===== config.mk =====
export PLATFORM = sky130hd
export DESIGN_NAME = sar_conv_ctrl
export DESIGN_NICKNAME = d
export VERILOG_FILES = /design/src/rtl/sar_pkg.sv /design/src/rtl/sar_seq.sv /design/src/rtl/sar_shift.sv /design/src/rtl/sar_out.sv /design/src/rtl/sar_conv_ctrl.sv
export SDC_FILE = /design/constraint.sdc
export NUM_CORES = 1
export LEC_CHECK = 0
export BUFFER_PORTS_ARGS = -buffer_cell sky130_fd_sc_hd__buf_2
export CORE_UTILIZATION = 55
export DETAILED_ROUTE_END_ITERATION = 6
export GPL_TIMING_DRIVEN = 0
export PLACE_DENSITY_LB_ADDON = 0.15
export SLEW_MARGIN = 20
export SYNTH_ARGS = -nofsm -noshare
export SYNTH_HDL_FRONTEND = slang
export SYNTH_HIERARCHICAL = 1
export SYNTH_SLANG_ARGS = --single-unit

===== constraint.sdc =====
create_clock -name clk -period 3.7 [get_ports clk]
set_input_delay 0.74 -clock clk [delete_from_list [all_inputs] [get_ports clk]]
set_output_delay 0.74 -clock clk [all_outputs]
set_load 0.03 [all_outputs]

===== src/rtl/sar_pkg.sv =====
package sar_pkg;
  typedef enum logic {
    PH_SAMPLE = 1'b0,
    PH_TRIAL  = 1'b1
  } phase_t;
endpackage


===== src/rtl/sar_seq.sv =====
module sar_seq #(
  parameter int W  = 8,
  parameter int IW = (W > 1) ? $clog2(W) : 1
) (
  input  logic              clk,
  input  logic              rst,
  input  logic              start,
  input  logic              run,
  output sar_pkg::phase_t   phase,
  output logic [IW-1:0]     bit_idx,
  output logic              go,
  output logic              last_trial
);
  import sar_pkg::*;

  localparam logic [IW-1:0] TOP_IDX = IW'(W - 1);

  assign go         = (phase == PH_SAMPLE) && (start || run);
  assign last_trial = (phase == PH_TRIAL) && (bit_idx == '0);

  always_ff @(posedge clk) begin
    if (rst) begin
      phase   <= PH_SAMPLE;
      bit_idx <= TOP_IDX;
    end else begin
      unique case (phase)
        PH_SAMPLE: begin
          bit_idx <= TOP_IDX;
          if (start || run) phase <= PH_TRIAL;
        end
        PH_TRIAL: begin
          if (bit_idx == '0) begin
            phase   <= PH_SAMPLE;
            bit_idx <= TOP_IDX;
          end else begin
            bit_idx <= bit_idx - 1'b1;
          end
        end
        default: phase <= PH_SAMPLE;
      endcase
    end
  end

  AST_GO_ENTERS_HOLD: assert property (@(posedge clk) disable iff (rst)
    go |=> (phase == PH_TRIAL) && (bit_idx == TOP_IDX));
  AST_LAST_RETURNS: assert property (@(posedge clk) disable iff (rst)
    last_trial |=> (phase == PH_SAMPLE));
  AST_TRIAL_STEPS_DOWN: assert property (@(posedge clk) disable iff (rst)
    (phase == PH_TRIAL && bit_idx != '0) |=> (phase == PH_TRIAL) && (bit_idx == $past(bit_idx) - 1'b1));
  AST_IDLE_WAITS: assert property (@(posedge clk) disable iff (rst)
    (phase == PH_SAMPLE && !start && !run) |=> (phase == PH_SAMPLE));
endmodule


===== src/rtl/sar_shift.sv =====
module sar_shift #(
  parameter int W  = 8,
  parameter int IW = (W > 1) ? $clog2(W) : 1
) (
  input  logic              clk,
  input  logic              rst,
  input  sar_pkg::phase_t   phase,
  input  logic [IW-1:0]     bit_idx,
  input  logic              go,
  input  logic              last_trial,
  input  logic              cmp_hi,
  output logic [W-1:0]      approx,
  output logic [W-1:0]      final_code
);
  import sar_pkg::*;

  for (genvar b = 0; b < W; b++) begin : g_bit
    always_ff @(posedge clk) begin
      if (rst) begin
        approx[b] <= 1'b0;
      end else if (phase == PH_SAMPLE) begin
        approx[b] <= go && (b == W - 1);
      end else if (last_trial) begin
        approx[b] <= 1'b0;
      end else if (bit_idx == IW'(b)) begin
        approx[b] <= cmp_hi;
      end else if (bit_idx == IW'(b + 1)) begin
        approx[b] <= 1'b1;
      end
    end
  end

  assign final_code = (approx & ~W'(1)) | W'(cmp_hi);

  AST_CLEAR_AFTER_LAST: assert property (@(posedge clk) disable iff (rst)
    last_trial |=> (approx == '0));
  AST_SINGLE_GUESS_MSB: assert property (@(posedge clk) disable iff (rst)
    go |=> ($countones(approx) == 1) && approx[W-1]);
endmodule


===== src/rtl/sar_out.sv =====
module sar_out #(
  parameter int W = 8
) (
  input  logic         clk,
  input  logic         rst,
  input  logic         load,
  input  logic [W-1:0] code,
  output logic [W-1:0] result,
  output logic         result_vld
);
  always_ff @(posedge clk) begin
    if (rst) begin
      result     <= '0;
      result_vld <= 1'b0;
    end else begin
      result_vld <= load;
      if (load) result <= code;
    end
  end

  AST_RESULT_STEADY: assert property (@(posedge clk) disable iff (rst)
    !result_vld |-> $stable(result));
endmodule


===== src/rtl/sar_conv_ctrl.sv =====
module sar_conv_ctrl #(
  parameter int W = 8
) (
  input  logic         clk,
  input  logic         rst,
  input  logic         start,
  input  logic         run,
  input  logic         cmp_hi,
  output logic         sh_sample,
  output logic [W-1:0] dac_code,
  output logic [W-1:0] result,
  output logic         result_vld
);
  import sar_pkg::*;

  localparam int IW = (W > 1) ? $clog2(W) : 1;
  localparam logic [W-1:0] HALF = W'(1) << (W - 1);

  phase_t          phase;
  logic [IW-1:0]   bit_idx;
  logic            go;
  logic            last_trial;
  logic [W-1:0]    approx;
  logic [W-1:0]    final_code;

  sar_seq #(.W(W), .IW(IW)) u_seq (
    .clk(clk), .rst(rst), .start(start), .run(run),
    .phase(phase), .bit_idx(bit_idx), .go(go), .last_trial(last_trial)
  );

  sar_shift #(.W(W), .IW(IW)) u_shift (
    .clk(clk), .rst(rst), .phase(phase), .bit_idx(bit_idx), .go(go),
    .last_trial(last_trial), .cmp_hi(cmp_hi),
    .approx(approx), .final_code(final_code)
  );

  sar_out #(.W(W)) u_out (
    .clk(clk), .rst(rst), .load(last_trial), .code(final_code),
    .result(result), .result_vld(result_vld)
  );

  assign sh_sample = (phase == PH_SAMPLE);
  assign dac_code  = approx;

  AST_SAMPLE_DAC_ZERO: assert property (@(posedge clk) disable iff (rst)
    sh_sample |-> (dac_code == '0));
  AST_FIRST_TRIAL_HALF: assert property (@(posedge clk) disable iff (rst)
    (sh_sample && (start || run)) |=> (!sh_sample && dac_code == HALF));
  AST_DECISION_DIR: assert property (@(posedge clk) disable iff (rst)
    (!sh_sample && !last_trial) |=>
      ($past(cmp_hi) ? (dac_code > $past(dac_code)) : (dac_code < $past(dac_code))));
  AST_VLD_ONE_CYCLE: assert property (@(posedge clk) disable iff (rst)
    result_vld |=> !result_vld);
  AST_VLD_IN_SAMPLE: assert property (@(posedge clk) disable iff (rst)
    result_vld |-> sh_sample);
  AST_NO_GAP: assert property (@(posedge clk) disable iff (rst)
    (result_vld && run) |=> !sh_sample);
endmodule


==> results of run 1 <==
==> worst max-delay path, stage by stage (launching register included) <==
cell and delay [ps]:
dfxtp_1 470, inv_1 60, buf_2 180
==> metrics by stage <==
step / std cells / utilization [%]
2_1_floorplan: 103 / -
3_3_place_gp: 141 / 70.16
3_5_place_dp: 141 / 70.16
4_1_cts: 145 / 71.83
5_1_grt: 145 / 71.83
6_report: 145 / 71.83
==> registers in the layout, summed over array words and instances, names as in the netlist <==
register and cells:
u_out/result 8, u_out/result_vld 1, u_seq/bit_idx 3, u_seq/phase 1
u_shift/approx 8
==> layout make-up <==
| type | count | area (um^2) | share of cell area (%) |
|---|---|---|---|
| plain buffers | 14 | 98.84 | 8.729 |
| clock buffers | 4 | 26.28 | 2.320 |
| inverters | 6 | 22.52 | 1.989 |
| multi-input cells | 62 | 434.2 | 38.34 |
| flip-flops and latches | 21 | 420.4 | 37.13 |
| well taps | 16 | 20.02 | 1.768 |
| repair buffers | 22 | 110.1 | 9.724 |
==> metal layers <==
metal	track usage (%)	vias to the layer above	wire length, um
met3	2.449	4	49
li1	-	398	-
met2	31.18	16	735
met1	24.03	336	825
met5	0	-	0
met4	12.73	0	30
==> layout by cell type, fill, tap and decap left out, types with 2 or more instances in the layout <==
cell type / n
a2111oi_2: 2
buf_4: 9
dfxtp_1: 21
nor2b_1: 2
nor3_1: 2
nand3_1: 2
a211oi_1: 3
a21oi_1: 5
buf_2: 25
clkbuf_4: 3
a311oi_1: 3
ha_1: 2
nor2_1: 12
mux2i_1: 9
o21ai_0: 3
nand2b_1: 3
inv_1: 6
==> power by group through the flow <==
| stage | registers [mW] | clock network [mW] | logic [mW] |
|---|---|---|---|
| CTS | 0.234 | 0.114 | 0.0405 |
| global placement | 0.239 | 0 | 0.0396 |
| finish | 0.234 | 0.105 | 0.0403 |
| global route | 0.235 | 0.119 | 0.0444 |
| floorplan | 0.243 | 0 | 0.0259 |
| detailed placement | 0.239 | 0 | 0.0404 |
==> logic make-up after synthesis <==
kind of cell    count (synthesis)  synth area share [%]
simple gates                   33                 19.23
compound gates                 18                 13.46
fa+ha+maj                       2                 2.564
flops                          21                 43.08
mux                             9                 9.231
buf+inv                        20                 12.43
==> worst paths after layout <==
path	from	end	slack [ps]	depth (start not counted)
hold / removal	u_seq/bit_idx[0]	u_seq/bit_idx[0]	430	1
setup reg to reg	u_seq/bit_idx[0]	u_shift/approx[6]	2000	7
setup / recovery	u_seq/phase	sh_sample	1970	2
hold reg to reg	u_seq/bit_idx[0]	u_seq/bit_idx[0]	430	1
==> flow_summary.toml, run 1 <==
[run_status]
status = "finished clean"

[floorplanning]
die_x_um = 44.13
die-area_um2 = 1947
io_pins = 23
fp-row-count = 14
die_h_um = 44.13
initial_core_util_pct = 61.90
core_um2 = 1577

[synth]
synth.area.top_cells = "dfxtp_1 (43%), mux2i_1 (9.2%), buf_4 (6.9%)"
synth_top_area_share_pct = 43.08
async_reset_ff_share_pct = 0
synth-edff-count = 0
yosysMostFrequentCell = "dfxtp_1"
yosys.area.top_type = "dfxtp_1"
syn_area_per_cell_um2 = 9.475
ys.flop_type = "dfxtp_1"
netlist_area_um2 = 975.9
ys_top_cells_by_count = "dfxtp_1 (21), nor2_1 (12), buf_4 (9), mux2i_1 (9), inv_1 (6)"
ys_seq_area_share_pct = 43.08
yosysWarnings = 6
syn_inst = 103
ys_types = 32
ys_ff_latch = 21
synth_fp_nets = 110

[power_and_ir_drop]
leakagePower_nw = 0.5444
switchingPower_mw = 0.09049
total_power_mw = 0.3795
power_density_nw_per_um2 = 335.1
intPower_mw = 0.2890
p_clk_share_pct = 27.6
seq_power_share_pct = 61.7
p_sw_share_pct = 23.85
vdd_ir_drop_max_mv = 0.2820
combinationalPowerShare_pct = 10.6

[place]
place_ws_ps = 2046
place_congestion = 0.7960
place_area_um2 = 1106
dp_hpwl_um = 1250
port_buffers = 22

[critical_path]
end_kind = "primary output"
crit_arrival_ps = 990
path_max_fanout = 7
worstPathRequired_ps = 2960
critPathLaunchType = "flip-flop"
critical_path_class = "reg -> out"

[drt]
via_per_inst = 5.200
ant_nets = 0
routed_wl_um = 1641
first_pass_iters = 5
routedWlPerCell_um = 11.32
drc = 0
drtIter0Drc = 18
vias = 754

[grt]
grt_pass1_vias = 648
grt_pass1_wl_um = 2732
grt_overflow_total = 0
antenna_found_initial = 0
grt_max_degree = 12
track_usage_pct = 19.28

[hold_path]
hp-class = "reg -> reg"

[cts]
clk_latency_ps = 290
cts_tree = "yes"
clock_sinks = 21
clkTransAtPathRegs_ps = 100
post_cts.repair.setup_buffers = 0
cts_buffers = 3
cts-root-buf = "clkbuf_4"
clockBufferDepth = 2
cts_resized = 0
hold_buffers = 0
htreeDepth = 1

[timing]
worst_pin_slew_ps = 327.0
fin_crit_sh_pct = 46.83
slew_violations = 0
slew_headroom_pct = 78.16
hold_slack_ps = 434.4
period_minus_slack_ps = 1733
tns_ps = 0
finalHoldViolations = 0
layout_setup_ws_ps = 1967
skew_ps = 1.021
rsz0062_at_grt = "false"
fmaxAchievable_mhz = 577.2
finalSetupViolCount = 0

[cells_and_area]
diodes = 0
syn_to_final_growth_pct = 16.03
final_nets = 137
post-route-cell-area_um2 = 1132
layout-drive-gt1-share_pct = 34.88
nFillCells = 123

[run]
cap_violations = 0
Note: power is estimated with default switching activity, not from simulation.
==> run 2, diff against run 1 <==
--- a/config.mk
+++ b/config.mk
@@ -6,7 +6,7 @@
 export NUM_CORES = 1
 export LEC_CHECK = 0
 export BUFFER_PORTS_ARGS = -buffer_cell sky130_fd_sc_hd__buf_2
-export CORE_UTILIZATION = 55
+export CORE_UTILIZATION = 51
 export DETAILED_ROUTE_END_ITERATION = 6
 export GPL_TIMING_DRIVEN = 0
 export PLACE_DENSITY_LB_ADDON = 0.15
==> constraint.sdc (replaced) <==
create_clock -name clk -period 1.6 [get_ports clk]
set_input_delay 0.32 -clock clk [delete_from_list [all_inputs] [get_ports clk]]
set_output_delay 0.32 -clock clk [all_outputs]
set_load 0.03 [all_outputs]
==> flow_summary.toml, run 2 (synthesis results as in run 1) <==
[place]
place_area_um2 = 1117
port_buffers = 22
place_ws_ps = -66.30
place_inst = 150
dp_hpwl_um = 1305
place_congestion = 0.7649

[floorplanning]
die_x_um = 45.75
die_h_um = 45.75
initial_core_util_pct = 55.32
io_pins = 23
die-area_um2 = 2093
core_um2 = 1764
fp-row-count = 15

[power_and_ir_drop]
p_sw_share_pct = 26.27
p_clk_share_pct = 28.7
combinationalPowerShare_pct = 11.8
leakagePower_nw = 0.5652
power_density_nw_per_um2 = 747.0
intPower_mw = 0.6726
seq_power_share_pct = 59.5
vdd_ir_drop_max_mv = 0.5293
switchingPower_mw = 0.2396

[grt]
track_usage_pct = 21.79
grt_max_degree = 13
grt_pass1_wl_um = 3146
grt_pass1_vias = 760
grt_overflow_total = 0
antenna_found_initial = 0

[drt]
routedWlPerCell_um = 11.82
first_pass_iters = 4
drtIter0Drc = 17
drc = 0
ant_nets = 0
vias = 787
routed_wl_um = 1867
via_per_inst = 4.981

[timing]
finalHoldViolations = 0
finalSetupViolCount = 0
rsz0062_at_grt = "true"
layout_setup_ws_ps = 24.47
period_minus_slack_ps = 1576
worst_pin_slew_ps = 351.8
slew_violations = 0
tns_ps = 0
skew_ps = 2.844
fin_crit_sh_pct = 98.47
slew_headroom_pct = 76.46
fmaxAchievable_mhz = 634.7

[cells_and_area]
post-route-cell-area_um2 = 1221
fin_cells = 158
layout_common_cells = "buf_2 (24), dfxtp_1 (19), buf_4 (13)"
diodes = 0
final_nets = 141
top_regs = "u_out/result (8), u_shift/approx (8), u_seq/bit_idx (3)"
final_core_util_pct = 69.22
final_common_cell = "buf_2"
syn_to_final_growth_pct = 25.13
layout-drive-gt1-share_pct = 45.11

[critical_path]
critPathLaunchType = "flip-flop"
crit_arrival_ps = 1810
worstPathCellList = "inv_2 > ha_4 > and3b_2 > nand2b_4 > or2_1 > buf_6 > a311oi_2"
critical_path_class = "reg -> reg"
path_max_fanout = 7
crit_path_max_incr_delay_ps = 350
end_kind = "flip-flop"
critPathSlowestCell = "dfxtp_2"
worstPathRequired_ps = 1830

[cts]
clock_sinks = 21
cts-root-buf = "clkbuf_4"
htreeDepth = 1
clk_latency_ps = 310
clockBufferDepth = 2
cts_buffers = 3
clkTransAtPathRegs_ps = 120
cts_tree = "yes"

[run]
cap_violations = 0

[hold_path]
hp-class = "in -> reg"

[run_status]
status = "finished clean"
## run 2: repair_timing
action	4_1_cts	5_1_grt
hold buffers	0	0
gates resized for setup	10	4
cloned	0	0
hold endpoints to repair	0	0
buffers inserted	4	0
pin swaps	3	2
endpoints found under the setup margin	6	6
## run 2: path summary, 6_finish.rpt
path | start | endpoint | slack, ps | cells past startpoint
worst max-delay path | u_seq/bit_idx[1] | u_shift/approx[4] | 20 | 7
worst min-delay path | rst | u_shift/approx[7] | 210 | 2
worst max register to register | u_seq/bit_idx[1] | u_shift/approx[4] | 20 | 7
worst min register to register | u_out/result[7] | u_out/result[7] | 500 | 2
## run 2: layout make-up
cell class / count / area [um^2]
inverters: 6 / 22.52
clock buffers: 3 / 22.52
repair buffers: 26 / 140.1
flip-flops and latches: 21 / 422.9
clock inverters: 1 / 5.005
well taps: 25 / 31.28
multi-input cells: 62 / 471.7
plain buffers: 14 / 105.1
fillers: 156 / 543.0
## run 2: per-stage QoR
stage / power [mW] / hold WS (ps)
floorplan: 0.6220 / 377.5
global placement: 0.6446 / 394.6
detailed placement: 0.6479 / 390.5
CTS: 0.9171 / 213.1
global route: 0.9540 / 230.3
finish: 0.9123 / 214.6
## run 2: critical path, delay by kind of cell (launching register included)
kind | cells | cell delay (ps)
and+or+nand+nor | 3 | 610
AOI/OAI and AO/OA | 1 | 180
DFF | 1 | 350
buffers and inverters | 2 | 200
adders and majority gates | 1 | 150
## run 2: power groups by stage
stage / clock network (mW) / logic, mW / registers, mW
final: 0.262 / 0.107 / 0.543
after global routing: 0.290 / 0.119 / 0.545
after CTS: 0.271 / 0.104 / 0.543
after detailed placement: 0 / 0.0942 / 0.554
after global placement: 0 / 0.0917 / 0.553
after floorplan: 0 / 0.0600 / 0.562
## run 2: metal layers
| layer | up-vias | global-route usage (%) | share of wire, % |
|---|---|---|---|
| met3 | 7 | 2.381 | 4.0 |
| met2 | 23 | 35.14 | 46 |
| li1 | 405 | - | - |
| met5 | - | 0 | 0 |
| met1 | 352 | 25.92 | 46 |
| met4 | 0 | 17.65 | 3.8 |
